--- src/rtl/flush_pkg.sv ---
package flush_pkg;
  typedef enum logic [1:0] {
    NPC_SEQ    = 2'd0,
    NPC_HOLD   = 2'd1,
    NPC_TARGET = 2'd2
  } npc_mode_e;
endpackage

--- src/rtl/flush_squash_ctl.sv ---
module flush_squash_ctl
  import flush_pkg::*;
(
  input  logic      taken,
  input  logic      stall,
  output npc_mode_e npc_mode,
  output logic      ifid_clear,
  output logic      ifid_hold,
  output logic      idex_clear
);
  logic stall_eff;

  // a taken branch overrides a simultaneous load-use stall
  assign stall_eff  = stall & ~taken;
  assign ifid_clear = taken;
  assign ifid_hold  = stall_eff;
  assign idex_clear = taken | stall_eff;

  always_comb begin
    if (taken)          npc_mode = NPC_TARGET;
    else if (stall_eff) npc_mode = NPC_HOLD;
    else                npc_mode = NPC_SEQ;
  end
endmodule

--- src/rtl/flush_pc_reg.sv ---
module flush_pc_reg
  import flush_pkg::*;
#(
  parameter int          ADDR_W     = 32,
  parameter int          INST_BYTES = 4,
  parameter logic [ADDR_W-1:0] RESET_PC = '0
) (
  input  logic              clk,
  input  logic              rst,
  input  npc_mode_e         npc_mode,
  input  logic [ADDR_W-1:0] target,
  output logic [ADDR_W-1:0] pc
);
  localparam logic [ADDR_W-1:0] STEP = ADDR_W'(INST_BYTES);

  logic [ADDR_W-1:0] pc_next;

  always_comb begin
    case (npc_mode)
      NPC_TARGET: pc_next = target;
      NPC_HOLD:   pc_next = pc;
      default:    pc_next = pc + STEP;
    endcase
  end

  always_ff @(posedge clk) begin
    if (rst) pc <= RESET_PC;
    else     pc <= pc_next;
  end
endmodule

--- src/rtl/flush_ex_kill.sv ---
module flush_ex_kill #(
  parameter int REG_AW = 5
) (
  input  logic              kill,
  input  logic [REG_AW-1:0] rd_in,
  input  logic              regwrite_in,
  input  logic              memwrite_in,
  output logic [REG_AW-1:0] rd_out,
  output logic              regwrite_out,
  output logic              memwrite_out
);
  // each destination bit is gated so the write lands on register 0
  for (genvar b = 0; b < REG_AW; b++) begin : g_rd_gate
    assign rd_out[b] = rd_in[b] & ~kill;
  end
  assign regwrite_out = regwrite_in & ~kill;
  assign memwrite_out = memwrite_in & ~kill;
endmodule

--- src/rtl/branch_flush_ctl.sv ---
module branch_flush_ctl
  import flush_pkg::*;
#(
  parameter int          ADDR_W     = 32,
  parameter int          REG_AW     = 5,
  parameter int          INST_BYTES = 4,
  parameter logic [ADDR_W-1:0] RESET_PC = '0
) (
  input  logic              clk,
  input  logic              rst,
  input  logic              br_taken_m,
  input  logic [ADDR_W-1:0] br_target_m,
  input  logic              load_use_stall,
  input  logic [REG_AW-1:0] ex_rd_in,
  input  logic              ex_regwrite_in,
  input  logic              ex_memwrite_in,
  output logic [ADDR_W-1:0] fetch_pc,
  output logic              pc_src,
  output logic              pc_hold,
  output logic              ifid_hold,
  output logic              ifid_clear,
  output logic              idex_ctrl_clear,
  output logic [REG_AW-1:0] ex_rd_out,
  output logic              ex_regwrite_out,
  output logic              ex_memwrite_out
);
  npc_mode_e npc_mode;

  flush_squash_ctl u_squash (
    .taken      (br_taken_m),
    .stall      (load_use_stall),
    .npc_mode   (npc_mode),
    .ifid_clear (ifid_clear),
    .ifid_hold  (ifid_hold),
    .idex_clear (idex_ctrl_clear)
  );

  flush_pc_reg #(
    .ADDR_W     (ADDR_W),
    .INST_BYTES (INST_BYTES),
    .RESET_PC   (RESET_PC)
  ) u_pc (
    .clk      (clk),
    .rst      (rst),
    .npc_mode (npc_mode),
    .target   (br_target_m),
    .pc       (fetch_pc)
  );

  flush_ex_kill #(.REG_AW(REG_AW)) u_kill (
    .kill         (br_taken_m),
    .rd_in        (ex_rd_in),
    .regwrite_in  (ex_regwrite_in),
    .memwrite_in  (ex_memwrite_in),
    .rd_out       (ex_rd_out),
    .regwrite_out (ex_regwrite_out),
    .memwrite_out (ex_memwrite_out)
  );

  assign pc_src  = (npc_mode == NPC_TARGET);
  assign pc_hold = (npc_mode == NPC_HOLD);
endmodule

--- config.mk ---
export PLATFORM = sky130hd
export DESIGN_NAME = branch_flush_ctl
export DESIGN_NICKNAME = d
export VERILOG_FILES = /design/src/rtl/flush_pkg.sv /design/src/rtl/flush_squash_ctl.sv /design/src/rtl/flush_pc_reg.sv /design/src/rtl/flush_ex_kill.sv /design/src/rtl/branch_flush_ctl.sv
export SDC_FILE = /design/constraint.sdc
export NUM_CORES = 1
export LEC_CHECK = 0
export ABC_AREA = 1
export BUFFER_PORTS_ARGS = -buffer_cell sky130_fd_sc_hd__buf_4
export CAP_MARGIN = 20
export CORE_MARGIN = 2
export CORE_UTILIZATION = 35
export DETAILED_ROUTE_END_ITERATION = 16
export GPL_TIMING_DRIVEN = 0
export PLACE_DENSITY = 0.64
export SLEW_MARGIN = 20
export SYNTH_ARGS = -nofsm -noshare
export SYNTH_HDL_FRONTEND = slang
export SYNTH_SLANG_ARGS = --single-unit
--- constraint.sdc ---
create_clock -name clk -period 1.4 [get_ports clk]
set_input_delay 0.28 -clock clk [delete_from_list [all_inputs] [get_ports clk]]
set_output_delay 0.28 -clock clk [all_outputs]
set_load 0.02 [all_outputs]
======== Word-level counts from Yosys, hierarchy flattened ========
Cells that the tools add are included.
word-level totals
  bits in registers ....................... 32
  input port bits ......................... 43
  logic and storage cells ................. 17
operators by class
  $add $sub $neg .......................... 1
  eq/ne operators ......................... 2
  multiplexer cells ....................... 3
  bitwise gates (word level) .............. 10
operators by type and width
  operator                 count
  $pmux W32 S2             1
  $add A32 B3 Y32 const B  1
  $and A1 B1 Y1            8
  $eq A2 B1 Y1 const B     1
  $eq A2 B2 Y1 const B     1
  $mux W2                  1
  $mux W1                  1
  $not A1 Y1               1
  $or A1 B1 Y1             1

======== Depth between registers and ports, before layout ========
  depth after elaboration ................. 6
  gate-level depth with buffers ........... 10
  gate-level depth less buffers ........... 10

======== Cells and area by module ========
From an unflattened synthesis, not the netlist that was laid out.
second synthesis, totals
  cell total of the unflattened synthesis .. 421
  area total of the unflattened synthesis .. 2381.0 um^2
modules (own cells, without submodules)
  module            times used  cells each  area each (um^2)  seq. area each (um^2)
  flush_pc_reg      1           396         2273.4            640.6
  flush_ex_kill     1           14          52.6              0.0
  flush_squash_ctl  1           7           40.0              0.0
  branch_flush_ctl  1           4           15.0              0.0

======== Worst setup path before layout ========
Ideal clock, no wire load.
  kind .................................... register to register
  start point ............................. reg u_pc.pc[2]
  end point ............................... reg u_pc.pc[22]
  library setup time ...................... 0.129 ns
  data arrival time ....................... 1.427 ns
  required time ........................... 1.271 ns
  slack ................................... -0.155 ns
  cell stages (with the launch flop) ...... 11
  path buffers ............................ 0
  path through ............................ dfxtp_1 -> ha_1 -> nand2_1 -> nor2_2 -> nand2_4 -> nor2_4 -> nand2_1 -> nand2_1 -> nand2_1 -> a21oi_1 -> nor2_1
on the way
  word-level cells in the longest chain between the ends .. 2
ends and longest elaborated chain
  what                    RTL line            RTL
  from (decl)             flush_pc_reg.sv:12  output logic [ADDR_W-1:0] pc
  from (signal assigned)  flush_pc_reg.sv:28  else pc <= pc_next;
  $add A32 B3 Y32         flush_pc_reg.sv:22  default: pc_next = pc + STEP;
  $pmux W32 S2            flush_pc_reg.sv:19  case (npc_mode)
Every way passes these cells.
A chain may end at the register's enable or synchronous reset.

======== Worst setup path after layout ========
  start point ............................. reg u_pc.pc[3]
  end point ............................... reg u_pc.pc[21]
Same word-level chain as after synthesis.

==> flow_summary.yaml <==
pwr:
  p_sw_frac: 0.326
  comb_power_share: 0.256
  p_total_w: 0.00234
  clkPwrFrac: 0.296
  p_leak_nw: 1.54
  intPower_w: 0.00158
  seq_power_share: 0.448
  ir_worst_vdd_mv: 0.370
  p_switching_w: 0.000764
  cellPowerDensity_nw_per_um2: 682
synth:
  synth.area.top_cells: "dfxtp_1 (27%), nand2_1 (22%), nor2_1 (8.5%), inv_1 (8.4%), o21ai_0 (4.7%)"
  synth_flop_cell: "dfxtp_1"
  yosys.area.top_type: "dfxtp_1"
  synth_edf_count: 0
  ys_warn_count: 0
  synthTopCellsByCount: "nand2_1 (134), nor2_1 (53), inv_1 (52), dfxtp_1 (32), o21ai_0 (22)"
  synthCells: 397
  synth_seq_area_share: 0.275
  syn_nets: 441
  postSynth.asyncResetShare: 0
  ys_seq_elements: 32
  synth_area_sq_um: 2330
  syn_area_per_cell_sq_um: 5.87
  synth_cell_types: 25
  netlist.area_leader.share: 0.275
  yosysMostFrequentCell: "nand2_1"
worst_hold_path:
  hold_class: "primary input to flop"
setup_path:
  crit_top_cell: "nand2_1"
  crit_fanout: 4
  max_stage_delay_ps: 370
  crit_required_ps: 1550
  worstPathCellList: "buf_6 > nand2_4 > nor2_4 > nand2_4 > nor2_4 > nand2_1 > nand2_1 > nand2_1 > a21oi_2 > nor2_1"
  arrival_ps: 1570
  crit_type: "flop to flop"
  crit_slowest_cell: "dfxtp_4"
  startpoint_type: "flop"
  end_kind: "flop"
cts:
  h-tree-depth: 2
  numCtsBuffers: 5
  clkLatencyLatePin_ps: 290
  clockBufferDepth: 2
  postCtsHoldBufs: 0
  tritoncts: "done"
  cts-root-buf: "clkbuf_8"
  clkTransAtPathRegs_ps: 70
  cts.sinks: 32
sta:
  min_period_ps: 1420
  finalWorstSetupSlack_ps: -20.4
  slew-limit-headroom: 0.583
  setup_violations: 1
  slew_viol_final: 0
  fmax_mhz: 704
  clock_skew_ps: 7.06
  finalCritPeriodShare: 1.01
  hold_viol_final: 0
  tightest_slew_ps: 625
  grt_setup_unrepaired: "yes"
routing:
  viasPerCell: 4.76
  num_vias: 2730
  routedWlPerCell_microns: 13.0
  drt_iter0_drc: 159
  firstDrtPassIters: 6
  drc: 0
  antenna_left: 0
  drt-total-wl_mm: 7.44
cells_and_area:
  final_util: 0.538
  fill_cells: 639
  largest_reg_flops: 32
  final_nets: 540
  largest_register: "u_pc.pc"
  post_route_cells_drive_above_1_share: 0.403
  largestRegisters: "u_pc.pc: 32 flops"
  diodes: 0
  area_delta_synth_final_pct: 47.3
status:
  violations: "negative setup slack"
  status: "finished with violations"
grt:
  overflow: 0
  grt_start_max_net_pins: 20
  grt_pass1_wl_mm: 11.9
  grt_antenna_before_repair: 0
  grt_pass1_vias: 2637
  grt_util_all_layers: 0.202
placed_design:
  io_buffers: 85
  dp_hpwl_mm: 5.68
  gp_congestion: 0.843
die:
  row_count: 29
  start_util: 0.365
  dieArea_sq_um: 7330
  dieWidth_microns: 85.6
  core_sq_um: 6390
  io-pin-count: 87
  dieHeight_microns: 85.6
job:
  maxCapViolCount: 0
-- logic make-up (layout without fill, tap and decap cells) --
| kind of cell | count (synthesis) | count (layout) | share of synthesized area |
|---|---|---|---|
| adder cells (fa/ha/maj) | 1 | 1 | 0.00536 |
| buffers and inverters | 70 | 169 | 0.121 |
| AND/OR/NAND/NOR | 225 | 225 | 0.416 |
| flip-flops | 32 | 32 | 0.275 |
| XOR/XNOR | 12 | 12 | 0.0451 |
| AO/OA/AOI/OAI | 57 | 57 | 0.138 |
-- critical path, delay by kind of cell (launching register included) --
| family | cells | cell delay (ps) |
|---|---|---|
| and+or+nand+nor | 8 | 670 |
| AOI/OAI and AO/OA | 1 | 120 |
| DFF | 1 | 370 |
| buffers and inverters | 1 | 110 |
-- metal layers --
metal | routed length [microns] | up-vias | global-route usage
met5 | 0 | - | 0
met4 | 76 | 0 | 0.0620
met3 | 412 | 7 | 0.0298
met2 | 3610 | 70 | 0.353
met1 | 3340 | 1233 | 0.255
li1 | - | 1420 | -
-- area by class of cell --
| cell class | count | area, sq um | area share |
|---|---|---|---|
| multi-input cells | 295 | 1570 | 0.456 |
| clock buffers | 6 | 72.6 | 0.0211 |
| inverters | 56 | 210 | 0.0612 |
| plain buffers | 13 | 72.6 | 0.0211 |
| repair buffers | 93 | 706 | 0.205 |
| well taps | 77 | 96.3 | 0.0280 |
| clock inverters | 1 | 5.00 | 0.00146 |
| flip-flops and latches | 32 | 706 | 0.205 |
-- power by group through the flow --
stage                     sequential, W  clock (W)  combinational, W
final                           0.00105   0.000694          0.000601
after global placement          0.00106          0          0.000556
after CTS                       0.00105   0.000705          0.000581
after global routing            0.00106   0.000751          0.000657
after detailed placement        0.00106          0          0.000566
after floorplan                 0.00111          0          0.000241
-- path summary, 6_finish.rpt --
kind              depth (start not counted)                    start                  endpoint  slack, ps
hold / removal                            3           br_target_m[1]   u_pc.pc[1]$_SDFFE_PP0P_        220
hold reg to reg                           2  u_pc.pc[6]$_SDFFE_PP0N_   u_pc.pc[6]$_SDFFE_PP0N_        540
setup reg to reg                         10  u_pc.pc[3]$_SDFFE_PP0N_  u_pc.pc[21]$_SDFFE_PP0N_        -20
setup / recovery                         10  u_pc.pc[3]$_SDFFE_PP0N_  u_pc.pc[21]$_SDFFE_PP0N_        -20
-- per-stage QoR --
step	cell area, sq um	hold slack [ps]	std cells	TNS (ps)	worst slack [ps]
after floorplan	2340	415	397	0	2.00
after global placement	3080	504	559	-739	-132
after detailed placement	3080	525	559	-1100	-166
after CTS	3230	227	569	-27.8	-27.8
final	3440	224	573	-20.4	-20.4
after global routing	3440	234	573	-703	-87.1
-- cells in the final DEF (no fill, tap or decap), types with 4 or more instances in the layout --
cell type  synthesis  final
nor2_2             6     19
buf_4              3     94
inv_1             52     51
clkbuf_8           0      5
dfxtp_4            0     13
a21oi_2            2      5
nand2_2            4     17
nand3_1           17     16
xor2_1             9      9
a22o_1             5      5
a31oi_1            6      6
dfxtp_2            0     13
o21ai_0           22     20
buf_2              6      4
nor2_1            53     33
dfxtp_1           32      6
nand2_1          134    120
a21oi_1           21     18
nor2_4             7     14
clkbuf_1           4      5
inv_2              2      4
-- repair_timing --
action / CTS / global route
cloned: 0 / 0
endpoints found under the setup margin: 20 / 22
endpoints found under the hold margin: 0 / 0
pin swaps: 4 / 15
setup buffers: 4 / 4
gates resized for setup: 19 / 72
No activity file was read; power rests on OpenSTA's default activity.
